$ cat config.mk
export PLATFORM = sky130hd
export DESIGN_NAME = credit_gate
export DESIGN_NICKNAME = d
export VERILOG_FILES = /design/src/rtl/cg_pkg.sv /design/src/rtl/cg_credit_ctr.sv /design/src/rtl/cg_vc_gate.sv /design/src/rtl/credit_gate.sv
export SDC_FILE = /design/constraint.sdc
export NUM_CORES = 1
export LEC_CHECK = 0
export BUFFER_PORTS_ARGS = -buffer_cell sky130_fd_sc_hd__buf_2
export CAP_MARGIN = 20
export CORE_MARGIN = 10
export CORE_UTILIZATION = 50
export CTS_BUF_LIST = sky130_fd_sc_hd__clkbuf_2
export CTS_CLUSTER_DIAMETER = 50
export DETAILED_ROUTE_END_ITERATION = 10
export GPL_TIMING_DRIVEN = 0
export HOLD_SLACK_MARGIN = 0.03
export PLACE_DENSITY = 0.83
export SYNTH_ARGS = -nofsm -noshare
export SYNTH_HDL_FRONTEND = slang
export SYNTH_SLANG_ARGS = --single-unit
export TNS_END_PERCENT = 20
$ cat constraint.sdc
create_clock -name clk -period 2.45 [get_ports clk]
set_input_delay 0.1225 -clock clk [delete_from_list [all_inputs] [get_ports clk]]
set_output_delay 0.1225 -clock clk [all_outputs]
set_load 0.005 [all_outputs]
$ cat src/rtl/cg_pkg.sv
package cg_pkg;
    localparam int NUM_VC  = 3;
    localparam int NUM_BUF = 2 * NUM_VC;
    localparam int NOP_FW  = 2;

    typedef enum logic [1:0] {
        VC_POSTED    = 2'd0,
        VC_NONPOSTED = 2'd1,
        VC_RESPONSE  = 2'd2
    } vc_e;

    typedef enum logic {
        LNK_INIT = 1'b0,
        LNK_RUN  = 1'b1
    } lnk_state_e;

    typedef enum logic {
        GATE_IDLE  = 1'b0,
        GATE_STALL = 1'b1
    } gate_state_e;
endpackage

$ cat src/rtl/cg_credit_ctr.sv
module cg_credit_ctr #(
    parameter int MAX = 7,
    parameter int CW  = 3,
    parameter int AW  = 2
) (
    input  logic          clk,
    input  logic          rst_n,
    input  logic [AW-1:0] add,
    input  logic          take,
    output logic [CW-1:0] cnt
);
    localparam int SW = CW + AW + 1;

    logic [SW-1:0] sum;
    logic [CW-1:0] cnt_nxt;

    always_comb begin
        sum = SW'(cnt) + SW'(add) - SW'(take);
        if (sum > SW'(MAX))
            cnt_nxt = CW'(MAX);
        else
            cnt_nxt = sum[CW-1:0];
    end

    always_ff @(posedge clk) begin
        if (!rst_n)
            cnt <= '0;
        else
            cnt <= cnt_nxt;
    end

    a_r7_no_overflow: assert property (@(posedge clk) disable iff (!rst_n)
        int'(cnt) <= MAX);

    a_r4_take_only: assert property (@(posedge clk) disable iff (!rst_n)
        (take && add == '0) |=> int'(cnt) == int'($past(cnt)) - 1);

    a_r5_add_only: assert property (@(posedge clk) disable iff (!rst_n)
        (!take && add != '0 && int'(cnt) + int'(add) <= MAX)
        |=> int'(cnt) == int'($past(cnt)) + int'($past(add)));

    a_r6_net_update: assert property (@(posedge clk) disable iff (!rst_n)
        (take && add != '0 && int'(cnt) + int'(add) - 1 <= MAX)
        |=> int'(cnt) == int'($past(cnt)) + int'($past(add)) - 1);

    a_r7_saturate: assert property (@(posedge clk) disable iff (!rst_n)
        (int'(cnt) + int'(add) - int'(take) > MAX) |=> int'(cnt) == MAX);

    a_r4_no_underflow: assert property (@(posedge clk) disable iff (!rst_n)
        take |-> cnt != '0);
endmodule

$ cat src/rtl/cg_vc_gate.sv
module cg_vc_gate #(
    parameter int CW = 3
) (
    input  logic          clk,
    input  logic          rst_n,
    input  logic          req,
    input  logic          req_data,
    input  logic [CW-1:0] cmd_cnt,
    input  logic [CW-1:0] dat_cnt,
    output logic          grant,
    output logic          stall,
    output logic          take_cmd,
    output logic          take_dat
);
    import cg_pkg::*;

    gate_state_e state, state_nxt;
    logic        credits_ok;

    always_ff @(posedge clk) begin
        if (!rst_n)
            state <= GATE_IDLE;
        else
            state <= state_nxt;
    end

    always_comb begin
        credits_ok = (cmd_cnt != '0) && (!req_data || dat_cnt != '0);
        state_nxt  = state;
        unique case (state)
            GATE_IDLE:  if (req && !credits_ok) state_nxt = GATE_STALL;
            GATE_STALL: if (!req || credits_ok) state_nxt = GATE_IDLE;
            default:    state_nxt = GATE_IDLE;
        endcase
    end

    always_comb begin
        grant    = req && credits_ok;
        stall    = req && !credits_ok;
        take_cmd = grant;
        take_dat = grant && req_data;
    end

    a_r9_request_held: assert property (@(posedge clk) disable iff (!rst_n)
        (state == GATE_STALL) |-> (req && $stable(req_data)));

    a_r9_grant_stall_excl: assert property (@(posedge clk) disable iff (!rst_n)
        !(grant && stall));
endmodule

$ cat src/rtl/credit_gate.sv
module credit_gate #(
    parameter int CMD_MAX  = 7,
    parameter int DATA_MAX = 7,
    localparam int TOP_MAX = (CMD_MAX > DATA_MAX) ? CMD_MAX : DATA_MAX,
    localparam int CW      = $clog2(TOP_MAX + 1)
) (
    input  logic                               clk,
    input  logic                               rst_n,
    input  logic [cg_pkg::NUM_VC-1:0]          req_vld,
    input  logic [cg_pkg::NUM_VC-1:0]          req_data,
    input  logic                               nop_vld,
    input  logic [cg_pkg::NUM_BUF*cg_pkg::NOP_FW-1:0] nop_credit,
    output logic [cg_pkg::NUM_VC-1:0]          grant,
    output logic [cg_pkg::NUM_VC-1:0]          stall,
    output logic [cg_pkg::NUM_BUF*CW-1:0]      credit_cnt
);
    import cg_pkg::*;

    logic [CW-1:0]     cnt_arr  [NUM_BUF];
    logic [NOP_FW-1:0] add_arr  [NUM_BUF];
    logic              take_arr [NUM_BUF];
    lnk_state_e        lnk_state, lnk_nxt;

    always_ff @(posedge clk) begin
        if (!rst_n)
            lnk_state <= LNK_INIT;
        else
            lnk_state <= lnk_nxt;
    end

    always_comb begin
        lnk_nxt = lnk_state;
        unique case (lnk_state)
            LNK_INIT: if (nop_vld && (|nop_credit)) lnk_nxt = LNK_RUN;
            LNK_RUN:  lnk_nxt = LNK_RUN;
            default:  lnk_nxt = LNK_INIT;
        endcase
    end

    genvar b;
    generate
        for (b = 0; b < NUM_BUF; b++) begin : g_buf
            localparam int BMAX = (b % 2 == 1) ? DATA_MAX : CMD_MAX;

            always_comb
                add_arr[b] = nop_vld ? nop_credit[b*NOP_FW +: NOP_FW] : '0;

            cg_credit_ctr #(.MAX(BMAX), .CW(CW), .AW(NOP_FW)) u_ctr (
                .clk  (clk),
                .rst_n(rst_n),
                .add  (add_arr[b]),
                .take (take_arr[b]),
                .cnt  (cnt_arr[b])
            );

            assign credit_cnt[b*CW +: CW] = cnt_arr[b];
        end
    endgenerate

    genvar v;
    generate
        for (v = 0; v < NUM_VC; v++) begin : g_vc
            cg_vc_gate #(.CW(CW)) u_gate (
                .clk     (clk),
                .rst_n   (rst_n),
                .req     (req_vld[v]),
                .req_data(req_data[v]),
                .cmd_cnt (cnt_arr[2*v]),
                .dat_cnt (cnt_arr[2*v+1]),
                .grant   (grant[v]),
                .stall   (stall[v]),
                .take_cmd(take_arr[2*v]),
                .take_dat(take_arr[2*v+1])
            );

            a_r2_grant_needs_cmd: assert property (@(posedge clk) disable iff (!rst_n)
                grant[v] |-> cnt_arr[2*v] != '0);

            a_r3_grant_needs_data: assert property (@(posedge clk) disable iff (!rst_n)
                (grant[v] && req_data[v]) |-> cnt_arr[2*v+1] != '0);

            a_r9_stall_is_unserved: assert property (@(posedge clk) disable iff (!rst_n)
                stall[v] == (req_vld[v] && !grant[v]));
        end
    endgenerate

    a_r10_no_grant_in_init: assert property (@(posedge clk) disable iff (!rst_n)
        (lnk_state == LNK_INIT) |-> grant == '0);

    a_r10_init_counters_zero: assert property (@(posedge clk) disable iff (!rst_n)
        (lnk_state == LNK_INIT) |-> credit_cnt == '0);
endmodule

==> flow_results.xml <==
<?xml version="1.0" encoding="UTF-8"?>
<metrics>
  <group name="outcome">
    <metric name="outcome" unit="">completed</metric>
  </group>
  <group name="die">
    <metric name="initial_utilization" unit="%">51.2</metric>
    <metric name="placementRows" unit="">21</metric>
    <metric name="core-area" unit="µm²">3280</metric>
    <metric name="floorplan.die_area" unit="µm²">6090</metric>
    <metric name="floorplan.io_pins" unit="">45</metric>
    <metric name="die_x" unit="µm">78.0</metric>
    <metric name="die_h" unit="µm">78.0</metric>
  </group>
  <group name="global_routing">
    <metric name="grt.overflow.total" unit="">0</metric>
    <metric name="grtUsageMet2" unit="%">21.0</metric>
    <metric name="grt_start_max_net_pins" unit="">11</metric>
    <metric name="gr-max-usage-layer" unit="">met2</metric>
    <metric name="grt.met3_usage" unit="%">3.19</metric>
    <metric name="grt_pass1_wl" unit="µm">6370</metric>
    <metric name="grt_antenna_before_repair" unit="">0</metric>
    <metric name="grt_pass1_vias" unit="">1459</metric>
    <metric name="global_route.usage.met1" unit="%">14.2</metric>
    <metric name="gr-usage-all-layers" unit="%">12.3</metric>
  </group>
  <group name="critical_path">
    <metric name="critical_path.reg2reg.startpoint" unit="">g_buf[5].u_ctr.cnt[2]</metric>
    <metric name="worst_ep_required_time" unit="ps">2680</metric>
    <metric name="critical_path.endpoint_type" unit="">flip-flop</metric>
    <metric name="cp.arrival" unit="ps">2230</metric>
    <metric name="crit_start" unit="">g_buf[5].u_ctr.cnt[2]</metric>
    <metric name="timing.setup.critical_path_class" unit="">reg2reg</metric>
    <metric name="startpoint_type" unit="">flip-flop</metric>
    <metric name="crit_fanout" unit="">6</metric>
  </group>
  <group name="min_path">
    <metric name="hold_class" unit="">in2reg</metric>
    <metric name="min-delay-start" unit="">rst_n</metric>
  </group>
  <group name="timing">
    <metric name="layout_worst_path_cycle_share" unit="%">81.5</metric>
    <metric name="final.setup.worst_slack" unit="ps">453</metric>
    <metric name="final.setup_skew" unit="ps">3.46</metric>
    <metric name="fin_crit" unit="ps">2000</metric>
    <metric name="maxClockFrequency" unit="GHz">0.501</metric>
    <metric name="final-max-slew-violation-count" unit="">0</metric>
    <metric name="setup_total_negative_slack" unit="ps">0</metric>
    <metric name="rsz0062_at_grt" unit="">false</metric>
    <metric name="tightestPinTransition" unit="ps">432</metric>
    <metric name="finalSetupViolations" unit="">0</metric>
    <metric name="max_slew_margin" unit="%">71.2</metric>
    <metric name="timing.final.hold_violations" unit="">0</metric>
    <metric name="final.hold.worst_slack" unit="ps">122</metric>
  </group>
  <group name="placed_design">
    <metric name="dp_hpwl" unit="µm">3080</metric>
    <metric name="dpl.cell_count" unit="">266</metric>
    <metric name="routabilityCongestion" unit="">0.791</metric>
    <metric name="post_placement_cell_area" unit="µm²">1960</metric>
    <metric name="port_buffers" unit="">43</metric>
    <metric name="post_place_setup_slack" unit="ps">240</metric>
  </group>
  <group name="yosys">
    <metric name="synth_area_leaders" unit="">sky130_fd_sc_hd__dfxtp_1 (21%), sky130_fd_sc_hd__ha_1 (18%), sky130_fd_sc_hd__fa_1 (7.1%)</metric>
    <metric name="netlist_area" unit="µm²">1680</metric>
    <metric name="yosysMostFrequentCell" unit="">sky130_fd_sc_hd__ha_1</metric>
    <metric name="synth.yosys.seq_area_share" unit="%">21.4</metric>
    <metric name="post_synth_most_frequent_cells" unit="">sky130_fd_sc_hd__ha_1 (24), sky130_fd_sc_hd__dfxtp_1 (18), sky130_fd_sc_hd__and2_1 (15)</metric>
    <metric name="ys_seq_elements" unit="">18</metric>
    <metric name="synth_warnings" unit="">0</metric>
    <metric name="mappedNetlistNets" unit="">228</metric>
    <metric name="synth-main-ff-cell" unit="">sky130_fd_sc_hd__dfxtp_1</metric>
    <metric name="synth-edff-count" unit="">0</metric>
    <metric name="synth_area_per_cell" unit="µm²">9.51</metric>
    <metric name="async_reset_ff_share" unit="%">0</metric>
    <metric name="synth.top_cell.area_share" unit="%">21.4</metric>
    <metric name="netlist.top_cell.by_area" unit="">sky130_fd_sc_hd__dfxtp_1</metric>
    <metric name="yosys.cell_types.count" unit="">30</metric>
    <metric name="postSynthCellCount" unit="">177</metric>
  </group>
  <group name="routing">
    <metric name="routed_length_per_placed_instance" unit="µm">13.7</metric>
    <metric name="drc_errors" unit="">0</metric>
    <metric name="drt_first_pass_iters" unit="">4</metric>
    <metric name="num_vias" unit="">1402</metric>
    <metric name="wl" unit="µm">3700</metric>
    <metric name="drt.antenna.violating_nets" unit="">0</metric>
    <metric name="drt_iter0_drc" unit="">37</metric>
    <metric name="post_drt_via_cell_ratio" unit="">5.19</metric>
  </group>
  <group name="clock_tree">
    <metric name="tritoncts.num_buffers" unit="">3</metric>
    <metric name="ctsHtreeMaxLevel" unit="">1</metric>
    <metric name="cts_tree" unit="">yes</metric>
    <metric name="max-clock-path-buffers" unit="">2</metric>
    <metric name="clkTransAtPathRegs" unit="ps">180</metric>
    <metric name="clock_latency" unit="ps">310</metric>
    <metric name="post_cts_hold_buffer_count" unit="">0</metric>
    <metric name="cts_resized" unit="">0</metric>
    <metric name="clockRootBuffer" unit="">sky130_fd_sc_hd__clkbuf_2</metric>
    <metric name="cts_sinks" unit="">18</metric>
    <metric name="number_of_setup_buffers_added_after_cts" unit="">0</metric>
  </group>
  <group name="final_layout">
    <metric name="layout-drive-gt1-share" unit="%">26.3</metric>
    <metric name="layout.core_utilization" unit="%">60.1</metric>
    <metric name="n_fill_cell" unit="">301</metric>
    <metric name="final_net_count" unit="">276</metric>
    <metric name="n_antenna_cell" unit="">0</metric>
    <metric name="largest-register" unit="">g_buf.u_ctr.cnt</metric>
    <metric name="seq_area" unit="µm²">360</metric>
    <metric name="syn_to_final_growth" unit="%">17.3</metric>
    <metric name="largestRegisters" unit="">g_buf.u_ctr.cnt: 18 flops</metric>
    <metric name="area_of_the_multi_input_gates" unit="µm²">1230</metric>
    <metric name="layout.cells.non_filler" unit="">270</metric>
    <metric name="number_of_flip_flops_under_the_largest_register_name" unit="">18</metric>
    <metric name="final_design_area_no_fill" unit="µm²">1970</metric>
  </group>
  <group name="power_and_ir_drop">
    <metric name="static_leakage" unit="nW">1.06</metric>
    <metric name="irDropWorstVdd" unit="µV">476</metric>
    <metric name="total_design_power" unit="mW">2.08</metric>
    <metric name="power-per-cell-area" unit="nW/µm²">1050</metric>
  </group>
  <group name="flow_run">
    <metric name="max_cap_viol_count" unit="">0</metric>
  </group>
</metrics>
-- layout make-up --
cell class / count / area share (%)
Inverter: 10 / 1.90
Timing Repair Buffer: 43 / 10.9
Multi-Input combinational cell: 141 / 62.4
Tap cell: 46 / 2.92
Clock buffer: 3 / 0.760
Buffer: 8 / 2.72
Sequential cell: 18 / 18.3
Clock inverter: 1 / 0.190
-- path summary, 6_finish.rpt --
path	end	slack (ps)	cells after the start
hold / removal	g_buf[3].u_ctr.cnt[2]	120	2
hold reg to reg	g_buf[0].u_ctr.cnt[0]	620	2
setup / recovery	g_buf[4].u_ctr.cnt[2]	450	7
setup reg to reg	g_buf[4].u_ctr.cnt[2]	450	7
-- cells in the final DEF (no fill, tap or decap) --
master	n
sky130_fd_sc_hd__buf_2	44
sky130_fd_sc_hd__ha_1	24
sky130_fd_sc_hd__dfxtp_1	18
sky130_fd_sc_hd__and2_1	15
sky130_fd_sc_hd__inv_1	9
sky130_fd_sc_hd__xnor2_1	9
sky130_fd_sc_hd__a21o_1	9
sky130_fd_sc_hd__nor3_1	6
sky130_fd_sc_hd__nor2_1	6
sky130_fd_sc_hd__nor2b_1	6
sky130_fd_sc_hd__nand3b_1	6
sky130_fd_sc_hd__o31a_1	6
sky130_fd_sc_hd__xor2_1	6
sky130_fd_sc_hd__a31oi_1	6
sky130_fd_sc_hd__fa_1	6
sky130_fd_sc_hd__buf_4	6
sky130_fd_sc_hd__nor4b_1	3
sky130_fd_sc_hd__and3_1	3
sky130_fd_sc_hd__xor2_2	3
sky130_fd_sc_hd__nand2b_1	3
sky130_fd_sc_hd__o21bai_1	3
sky130_fd_sc_hd__a211oi_1	3
sky130_fd_sc_hd__and3_2	3
sky130_fd_sc_hd__a2bb2oi_1	3
sky130_fd_sc_hd__a21oi_1	3
sky130_fd_sc_hd__o21a_1	3
sky130_fd_sc_hd__a2111o_1	3
sky130_fd_sc_hd__nand3_1	3
sky130_fd_sc_hd__clkbuf_2	3
sky130_fd_sc_hd__clkinv_1	2
sky130_fd_sc_hd__clkbuf_1	1
-- per-layer routing --
metal | wire, µm | part of all wire, %
met3 | 233 | 6.3
met4 | 59 | 1.6
met5 | 0 | 0
met2 | 1810 | 49
met1 | 1600 | 43
-- kinds of logic after synthesis --
family | Yosys count | synth area share (%)
buffers and inverters | 18 | 5.43
xor gates and xnor gates | 18 | 10.7
AOI/OAI and AO/OA | 39 | 17.8
adders and majority gates | 30 | 25.0
DFF | 18 | 21.4
and+or+nand+nor | 54 | 19.6
-- critical path, stage by stage, from the launching register on --
cell	delay [ps]
sky130_fd_sc_hd__dfxtp_1	400
sky130_fd_sc_hd__nor4b_1	330
sky130_fd_sc_hd__nor2_1	120
sky130_fd_sc_hd__and2_1	210
sky130_fd_sc_hd__ha_1	240
sky130_fd_sc_hd__o21bai_1	210
sky130_fd_sc_hd__a211oi_1	110
sky130_fd_sc_hd__o31a_1	300
-- power by group --
part / leakage [nW] / internal, mW / switching (mW) / total (mW)
combinational: 0.894 / 0.714 / 0.638 / 1.35
clock: 0.0140 / 0.0355 / 0.0984 / 0.134
sequential: 0.149 / 0.425 / 0.171 / 0.596
Note: power is estimated with default switching activity, not from simulation.
